==> src/rtl/bfp_pkg.sv <==
`timescale 1ns/1ps
package bfp_pkg;

    typedef enum logic [1:0] {
        ST_LOAD   = 2'd0,
        ST_EXP    = 2'd1,
        ST_STREAM = 2'd2
    } bfp_state_e;

    function automatic int imax(input int a, input int b);
        return (a > b) ? a : b;
    endfunction

endpackage

==> src/rtl/bfp_word_scan.sv <==
`timescale 1ns/1ps
module bfp_word_scan #(
    parameter  int WORD_W  = 8,
    parameter  int GUARD_W = 2,
    localparam int IN_W    = WORD_W + GUARD_W,
    localparam int CW      = $clog2(WORD_W),
    localparam int RW      = $clog2(GUARD_W + 1)
) (
    input  logic [IN_W-1:0] word,
    output logic [CW-1:0]   lcount,
    output logic [RW-1:0]   rneed,
    output logic            nonzero
);

    // Redundant sign bits below the word's sign bit, and the right shift
    // that removes any spill into the guard bits.
    always_comb begin
        logic run;
        run    = 1'b1;
        lcount = '0;
        for (int i = WORD_W - 2; i >= 0; i--) begin
            if (run && (word[i] == word[WORD_W-1])) lcount = lcount + CW'(1);
            else                                    run    = 1'b0;
        end
        rneed = '0;
        for (int i = WORD_W - 1; i <= IN_W - 2; i++) begin
            if (word[i] != word[IN_W-1]) rneed = RW'(i - WORD_W + 2);
        end
        nonzero = |word;
    end

endmodule

==> src/rtl/bfp_scaler.sv <==
`timescale 1ns/1ps
module bfp_scaler #(
    parameter int WORD_W  = 8,
    parameter int GUARD_W = 2,
    parameter int EXP_W   = 5,
    localparam int IN_W   = WORD_W + GUARD_W
) (
    input  logic signed [IN_W-1:0]   word,
    input  logic signed [EXP_W-1:0]  exp_in,
    output logic signed [WORD_W-1:0] scaled
);

    logic [EXP_W-1:0]       mag;
    logic signed [IN_W-1:0] rs;

    always_comb begin
        mag = exp_in[EXP_W-1] ? $unsigned(-exp_in) : $unsigned(exp_in);
        rs  = word >>> mag;
        if (exp_in[EXP_W-1]) scaled = rs[WORD_W-1:0];
        else                 scaled = word[WORD_W-1:0] << mag;
    end

endmodule

==> src/rtl/bfp_restore.sv <==
`timescale 1ns/1ps
module bfp_restore #(
    parameter int WORD_W  = 8,
    parameter int GUARD_W = 2,
    parameter int EXP_W   = 5,
    localparam int IN_W   = WORD_W + GUARD_W
) (
    input  logic                     clk,
    input  logic                     rst,
    input  logic                     dn_valid,
    input  logic signed [WORD_W-1:0] dn_data,
    input  logic signed [EXP_W-1:0]  dn_exp,
    output logic                     dn_out_valid,
    output logic signed [IN_W-1:0]   dn_out
);

    logic signed [IN_W-1:0] ext;
    logic [EXP_W-1:0]       mag;

    always_comb begin
        ext = {{GUARD_W{dn_data[WORD_W-1]}}, dn_data};
        mag = dn_exp[EXP_W-1] ? $unsigned(-dn_exp) : $unsigned(dn_exp);
    end

    always_ff @(posedge clk) begin
        if (rst) begin
            dn_out_valid <= 1'b0;
            dn_out       <= '0;
        end else begin
            dn_out_valid <= dn_valid;
            if (dn_valid) dn_out <= dn_exp[EXP_W-1] ? (ext << mag) : (ext >>> mag);
        end
    end

endmodule

==> src/rtl/bfp_normalizer.sv <==
`timescale 1ns/1ps
module bfp_normalizer
    import bfp_pkg::*;
#(
    parameter  int N_WORDS = 4,
    parameter  int WORD_W  = 8,
    parameter  int GUARD_W = 2,
    localparam int IN_W    = WORD_W + GUARD_W,
    localparam int CW      = $clog2(WORD_W),
    localparam int RW      = $clog2(GUARD_W + 1),
    localparam int EXP_W   = imax(CW, RW) + 2,
    localparam int IDX_W   = $clog2(N_WORDS)
) (
    input  logic                     clk,
    input  logic                     rst,
    input  logic                     in_valid,
    input  logic signed [IN_W-1:0]   in_data,
    input  logic                     in_last,
    output logic                     exp_valid,
    output logic signed [EXP_W-1:0]  exponent,
    output logic                     blk_zero,
    output logic                     out_valid,
    output logic signed [WORD_W-1:0] out_data,
    output logic                     out_last,
    input  logic                     dn_valid,
    input  logic signed [WORD_W-1:0] dn_data,
    input  logic signed [EXP_W-1:0]  dn_exp,
    output logic                     dn_out_valid,
    output logic signed [IN_W-1:0]   dn_out
);

    bfp_state_e             st;
    logic [IDX_W-1:0]       idx;
    logic [IDX_W-1:0]       len;
    logic [CW-1:0]          min_l;
    logic [RW-1:0]          max_r;
    logic                   any_nz;
    logic signed [IN_W-1:0] mem [N_WORDS];

    logic [CW-1:0] w_lcount;
    logic [RW-1:0] w_rneed;
    logic          w_nonzero;
    logic          first_w;
    logic          end_blk;

    bfp_word_scan #(.WORD_W(WORD_W), .GUARD_W(GUARD_W)) u_scan (
        .word    (in_data),
        .lcount  (w_lcount),
        .rneed   (w_rneed),
        .nonzero (w_nonzero)
    );

    assign first_w = (idx == '0);
    assign end_blk = in_last || (idx == IDX_W'(N_WORDS - 1));

    always_ff @(posedge clk) begin
        if (rst) begin
            st     <= ST_LOAD;
            idx    <= '0;
            len    <= '0;
            min_l  <= '0;
            max_r  <= '0;
            any_nz <= 1'b0;
        end else begin
            unique case (st)
                ST_LOAD: if (in_valid) begin
                    mem[idx] <= in_data;
                    min_l    <= (first_w || (w_lcount < min_l)) ? w_lcount : min_l;
                    max_r    <= (first_w || (w_rneed > max_r))  ? w_rneed  : max_r;
                    any_nz   <= first_w ? w_nonzero : (any_nz | w_nonzero);
                    if (end_blk) begin
                        len <= idx;
                        idx <= '0;
                        st  <= ST_EXP;
                    end else begin
                        idx <= idx + IDX_W'(1);
                    end
                end
                ST_EXP: st <= ST_STREAM;
                ST_STREAM: begin
                    if (idx == len) begin
                        idx <= '0;
                        st  <= ST_LOAD;
                    end else begin
                        idx <= idx + IDX_W'(1);
                    end
                end
                default: st <= ST_LOAD;
            endcase
        end
    end

    always_comb begin
        if (max_r != '0)  exponent = -$signed(EXP_W'(max_r));
        else if (!any_nz) exponent = '0;
        else              exponent = $signed(EXP_W'(min_l));
    end

    assign blk_zero  = !any_nz;
    assign exp_valid = (st == ST_EXP);
    assign out_valid = (st == ST_STREAM);
    assign out_last  = (st == ST_STREAM) && (idx == len);

    bfp_scaler #(.WORD_W(WORD_W), .GUARD_W(GUARD_W), .EXP_W(EXP_W)) u_scale (
        .word   (mem[idx]),
        .exp_in (exponent),
        .scaled (out_data)
    );

    bfp_restore #(.WORD_W(WORD_W), .GUARD_W(GUARD_W), .EXP_W(EXP_W)) u_rest (
        .clk          (clk),
        .rst          (rst),
        .dn_valid     (dn_valid),
        .dn_data      (dn_data),
        .dn_exp       (dn_exp),
        .dn_out_valid (dn_out_valid),
        .dn_out       (dn_out)
    );

endmodule

==> config.mk <==
export PLATFORM = sky130hd
export DESIGN_NAME = bfp_normalizer
export DESIGN_NICKNAME = d
export VERILOG_FILES = /design/src/rtl/bfp_pkg.sv /design/src/rtl/bfp_word_scan.sv /design/src/rtl/bfp_scaler.sv /design/src/rtl/bfp_restore.sv /design/src/rtl/bfp_normalizer.sv
export SDC_FILE = /design/constraint.sdc
export NUM_CORES = 1
export LEC_CHECK = 0
export BUFFER_PORTS_ARGS = -buffer_cell sky130_fd_sc_hd__buf_2
export CORE_MARGIN = 5
export CORE_UTILIZATION = 30
export CTS_BUF_LIST = sky130_fd_sc_hd__clkbuf_2
export CTS_CLUSTER_DIAMETER = 60
export CTS_CLUSTER_SIZE = 12
export DETAILED_ROUTE_END_ITERATION = 12
export MAX_ROUTING_LAYER = met4
export SETUP_SLACK_MARGIN = 0.2
export SLEW_MARGIN = 10
export SYNTH_ARGS = -nofsm -noshare
export SYNTH_HDL_FRONTEND = slang
export SYNTH_SLANG_ARGS = --single-unit
==> constraint.sdc <==
create_clock -name clk -period 20.9 [get_ports clk]
set_input_delay 4.18 -clock clk [delete_from_list [all_inputs] [get_ports clk]]
set_output_delay 4.18 -clock clk [all_outputs]
set_load 0.01 [all_outputs]
**After elaboration in Yosys (flattened, before gate mapping)**

Memories as Yosys holds them, arrays and structs flattened. A register that Yosys moved wholly into a read port is not among the register bits.
Cells that the tools add are included.

- Memories: 1
- Memory bits (writable): 40
- Bits in registers: 23
- Output and inout port bits: 28

- Add/subtract/negate cells: 10
- Mux-type cells: 36
- Reductions and logical operators: 22
- $lt $le $gt $ge: 2
- Shift operators: 4
- Bitwise operators: 1
- Eq/ne operators: 16

Memories:

| memory | words | width | read ports | clocked after Yosys merged registers in | wr ports | line | source |
|---|---|---|---|---|---|---|---|
| mem | 4 | 10 | 1 | 1 | 1 | bfp_normalizer.sv:38 | `logic signed [IN_W-1:0] mem [N_WORDS];` |

Operators by type and width:

| kind | count |
|---|---|
| $mux W3 | 7 |
| $add A3 B1 Y3 const B | 6 |
| $mux W2 | 9 |
| $mux W5 | 3 |
| $mux W1 | 13 |
| $reduce_and A3 Y1 | 4 |
| $mux W10 | 1 |
| $neg A5 Y5 | 2 |
| $reduce_or A10 Y1 | 1 |
| $shl A10 B5 Y10 | 1 |
| $sshr A10 B5 Y8 | 1 |
| $sshr A8 B5 Y10 | 1 |
| $mux W8 | 1 |
| $shl A8 B5 Y8 | 1 |
| $eq A1 B1 Y1 | 7 |
| $logic_and A1 B1 Y1 | 7 |
| $pmux W2 S3 | 1 |
| $neg A2 Y5 | 1 |
| $eq A2 B2 Y1 const B | 2 |
| $logic_not A2 Y1 | 2 |
| $ne A2 B2 Y1 const B | 2 |
| $pmux W2 S2 | 1 |
| $reduce_and A2 Y1 | 2 |
| $reduce_bool A2 Y1 | 2 |
| other kinds (10) | 13 |

**Depth between registers and ports, before layout**

- Depth in word-level cells: 17
- Depth in mapped cells: 30

**Cells and area by module**

From an unflattened synthesis, not the netlist that was laid out.

- Cells, all modules: 495
- Area, all modules: 4931.0 um2

By module, submodules not included:

| module | area an instance (um2) | seq. area each (um2) | cells an instance | times used |
|---|---|---|---|---|
| bfp_normalizer | 2329.7 | 1481.4 | 162 | 1 |
| bfp_restore | 1288.7 | 220.2 | 158 | 1 |
| bfp_scaler | 837.1 | 0.0 | 108 | 1 |
| bfp_word_scan | 475.5 | 0.0 | 67 | 1 |

**Least setup slack after synthesis**

Ideal clock, no wire load.

- Path type: input-to-reg
- Start point: input port in_data[7]
- End point: register min_l[1]
- Setup time: 88 ps
- Stages: 28
- Buffers on the path: 3
- Data arrival time: 9724 ps
- Slack: 11087 ps
- Cell sequence: buf_6 -> clkbuf_1 -> inv_1 -> ha_1 -> clkbuf_1 -> a211oi_1 -> ha_1 -> and3b_1 -> o22a_1 -> nor2_1 -> ha_1 -> mux2_2 -> ha_1 -> nand3_1 -> a21oi_1 -> a31oi_1 -> nand2_1 -> ha_1 -> nor2b_1 -> a22o_1 -> a211oi_1 -> mux2i_1 -> ha_1 -> a2111oi_0 -> o211ai_1 -> nand3_1 -> nor2_1 -> a311oi_2

- Word-level cells in the longest chain between the ends: 17
- Elaborated cells between the ends (all ways): 35
- Classes of those cells: add/sub (6); order compare (1); eq/ne (7); mux (13); reduce/logical (8)

Ends and longest elaborated chain:

| item | line | source |
|---|---|---|
| start, declared | bfp_normalizer.sv:17 | `input logic signed [IN_W-1:0] in_data,` |
| $eq A1 B1 Y1 | bfp_word_scan.sv:22 | `if (run && (word[i] == word[WORD_W-1])) lcount = lcount + CW'(1);` |
| $mux W1 | bfp_word_scan.sv:22 |  |
| $add A3 B1 Y3 or $logic_and A1 B1 Y1 (tied branches) | bfp_word_scan.sv:22 |  |
| $mux W3 or $mux W1 (tied branches) | bfp_word_scan.sv:22 |  |
| $add A3 B1 Y3 or $logic_and A1 B1 Y1 (tied branches) | bfp_word_scan.sv:22 |  |
| $mux W3 or $mux W1 (tied branches) | bfp_word_scan.sv:22 |  |
| $add A3 B1 Y3 or $logic_and A1 B1 Y1 (tied branches) | bfp_word_scan.sv:22 |  |
| $mux W3 or $mux W1 (tied branches) | bfp_word_scan.sv:22 |  |
| (+2 left out) | - |  |
| $add A3 B1 Y3 or $logic_and A1 B1 Y1 (tied branches) | bfp_word_scan.sv:22 |  |
| $mux W3 or $mux W1 (tied branches) | bfp_word_scan.sv:22 |  |
| $add A3 B1 Y3 or $logic_and A1 B1 Y1 (tied branches) | bfp_word_scan.sv:22 |  |
| $mux W3 * | bfp_word_scan.sv:22 |  |
| net u_scan.lcount[2] | bfp_word_scan.sv:10 | `output logic [CW-1:0] lcount,` |
| $lt A3 B3 Y1 * | bfp_normalizer.sv:68 | `min_l <= (first_w \|\| (w_lcount < min_l)) ? w_lcount : min_l;` |
| $logic_or A1 B1 Y1 * | bfp_normalizer.sv:68 |  |
| $reduce_and A3 Y1 (no line) * | - |  |
| end signal, assigned | bfp_normalizer.sv:68 |  |
| end, declared | bfp_normalizer.sv:35 | `logic [CW-1:0] min_l;` |

The timed path passes the listed nets; every way through them passes the cells marked *.
A chain may end at the register's enable or synchronous reset.

**Worst setup path after layout**

Same ends and word-level chain as after synthesis.

==> impl_metrics.yaml <==
synth:
  combinational_family_with_the_most_area_after_synthesis: "multiplexers"
  synth_fp_nets: 499
  synth_xor_area_frac: 0.0172
  synth-compound-area-share: 0.174
  ys_seq_elements: 65
  synth.mux.area_fraction: 0.196
  synthFlopType: "edfxtp_1"
  synth.top_cell.area_share: 0.262
  ys_seq_area_frac: 0.371
  syn_area_um2: 4580
  yosys.area_share.adder: 0.0437
  netlist_top_cells_count: "nor2_1, edfxtp_1, a21oi_1"
  synthCells: 455
  synthSimpleGateAreaFrac: 0.151
  synth_edf_count: 40
  netlist-cell-type-count: 71
  post_synth.cell_area_avg_um2: 10.1
  ys.warnings.count: 0
  synth_largest_area_cell: "edfxtp_1"
  ys_async_sr_fraction: 0
  synthMostInstantiatedCell: "nor2_1"
  ys_top_cells_by_area: "edfxtp_1, dfxtp_1, mux4_2"
worst_hold_path:
  hold_path.class: "flip-flop to flip-flop"
cts:
  worst_skew_late_latency_ps: 510
  cts.sink_count: 65
  cts-resized-gates: 0
  root_buffer: "clkbuf_2"
  clock_transition_at_the_registers_of_the_reported_paths_ps: 200
  cts_inserted_buffers: 9
  cts_hold_repair.buffers: 0
  cts_buffer_depth: 2
  cts_htree_levels: 3
  post-cts-setup-buffers: 0
  cts_tree: "done"
power_and_ir_drop:
  net-switching-power_uw: 108
  vdd.ir_drop.worst_mv: 0.0246
  p_leak_uw: 0.00198
  design_internal_power_uw: 209
  powerDensity_nw_per_um2: 62.2
  share_clk_of_total_power: 0.250
  power_frac_seq: 0.454
  power_switching_share: 0.341
  combinational_power_share: 0.295
floorplan:
  fp.dieH_um: 134
  std_cell_rows: 45
  die_x_um: 134
  core-area_um2: 15100
  initial_utilization: 0.304
  dieArea_um2: 17800
  i_o_pins: 56
drt:
  detail_route.vias_per_cell: 5.38
  drt-initial-drc-count: 267
  postRouteAntennaNets: 0
  detail_route.drc_violations: 0
  highest_layer: "met4"
  num_vias: 3717
  detailedRoute.firstPassIterationCount: 6
  met1Wirelength_mm: 5.18
  postRouteWirelength_mm: 11.5
  met2_wire_len_mm: 5.70
  route.detailed.wl_per_inst_um: 16.6
  detailroute.wirelength.met3_um: 456
grt:
  global_route_congestion_overflow_total: 0
  via_count_of_the_first_global_routing_pass: 3654
  pin_count_of_the_biggest_net_entering_global_routing: 25
  grt.total_usage: 0.131
  grt_antenna_before_repair: 1
  grt_first_pass_wirelength_mm: 18.6
job:
  cap_violations: 0
sta:
  fin_hold_ws_ps: 499
  timing.final.max_slew_violations: 0
  final-setup-viol-count: 0
  clock_skew_ps: 31.4
  rsz_0062_raised_after_global_routing: "no"
  finalHoldViolations: 0
  layout_min_cycle_time_ps: 9680
  timing.setup.tns_ps: 0
  clock.fmax_mhz: 103
  worst_pin_slew_ps: 871
  period_share: 0.463
  max-slew-margin-rel: 0.415
critical_path:
  setup.worst_path.start_class: "input pin"
  critPathMostFrequentCell: "ha_1"
  critical-path-max-stage-delay_ps: 540
  critPathTopFamily: "compound AO/OA/AOI/OAI gates"
  critical_path.max_fanout: 21
  cp-end-kind: "flip-flop"
  critPathBufInv: 2
  crit_slowest_cell: "a2111oi_0"
  timing.critical_path.arrival_ps: 10110
  critPathRequiredTime_ps: 21330
  timing_worst_setup_path_type: "input pin to flip-flop"
placement:
  detailed_place_hpwl_mm: 8.64
  gp_congestion: 0.945
  port_buffers: 55
cells_and_area:
  final_layout_size_suffix_gt1_frac: 0.233
  numnets_final: 541
  area.growth.synth_to_final_pct: 11.5
status:
  outcome: "finished, final reports clean"
[cell families after synthesis]
| group | after synthesis |
|---|---|
| mux | 64 |
| xor+xnor | 9 |
| flops | 65 |
| compound gates | 114 |
| buf+inv | 50 |
| simple gates | 137 |
| fa+ha+maj | 16 |
[sequential cells by signal, indices dropped and copies added (netlist names), named ones only]
name                 cells
any_nz                   1
idx                      2
len                      2
max_r                    2
mem                     40
min_l                    3
st                       2
u_rest.dn_out           10
u_rest.dn_out_valid      1
[power by group through the flow]
stage,Sequential [uW],Clock [uW],Combinational (uW)
CTS,144,81.6,93.5
floorplan,146,0,67.9
global route,145,87.9,103
finish,144,79.5,93.8
global placement,147,0,91.9
detailed placement,147,0,93.1
[layer usage]
| layer | up-vias | GRT usage |
|---|---|---|
| met2 | 88 | 0.220 |
| met3 | 13 | 0.0223 |
| met4 | 0 | 0.0326 |
| met5 | - | - |
| met1 | 1803 | 0.164 |
| li1 | 1813 | - |
[worst reg2reg max path: stages (launching register included)]
cell and delay (ps):
dfxtp_1 520, inv_1 80, ha_1 310, a2111oi_0 540, o211ai_1 190, nand3_1 220, nor2_1 70, a311oi_2 220
[placed cells by master (no fill, tap or decap), types with 5 or more instances in the layout]
master    synthesis  routed
buf_2             4      55
nor2_1           41      41
edfxtp_1         40      40
a21oi_1          32      32
nand2_1          31      31
mux2i_1          30      30
dfxtp_1          25      25
inv_1            24      24
mux4_2           18      18
o21ai_0          16      16
ha_1             16      16
mux2_2           14      14
nor3_1           11      11
nor2b_1           9       9
clkbuf_2          0       9
a211oi_1          8       8
and2_1            7       7
xnor2_1           6       6
nand3_1           6       6
a31oi_1           6       6
nand2b_1          6       6
o21a_1            5       5
[final timing paths]
check	startpoint	to	slack, ps	depth (start not counted)
worst max register to register	min_l[2]	min_l[1]	18680	7
worst max-delay path	in_data[7]	min_l[1]	11220	26
worst min-delay path	u_rest.dn_out[5]	u_rest.dn_out[5]	500	2
worst min register to register	u_rest.dn_out[5]	u_rest.dn_out[5]	500	2
[per-stage QoR]
stage / cell area, um^2 / power [uW] / setup WS, ps / util / instances
floorplan: 4580 / 214 / 11090 / - / 455
global placement: 4970 / 239 / 10890 / 0.330 / 674
detailed placement: 4970 / 240 / 10750 / 0.330 / 674
CTS: 5100 / 319 / 11320 / 0.338 / 690
global route: 5110 / 336 / 10740 / 0.338 / 691
finish: 5110 / 318 / 11220 / 0.338 / 691
[cell type report]
cell class / count / area (um^2)
Inverter: 26 / 97.6
Timing Repair Buffer: 55 / 275
Multi-Input combinational cell: 340 / 2670
Clock buffer: 9 / 45.0
Fill cell: 1555 / 9980
Clock inverter: 7 / 77.6
Sequential cell: 65 / 1700
Antenna cell: 1 / 2.50
Tap cell: 188 / 235
No activity file was read; power rests on OpenSTA's default activity.
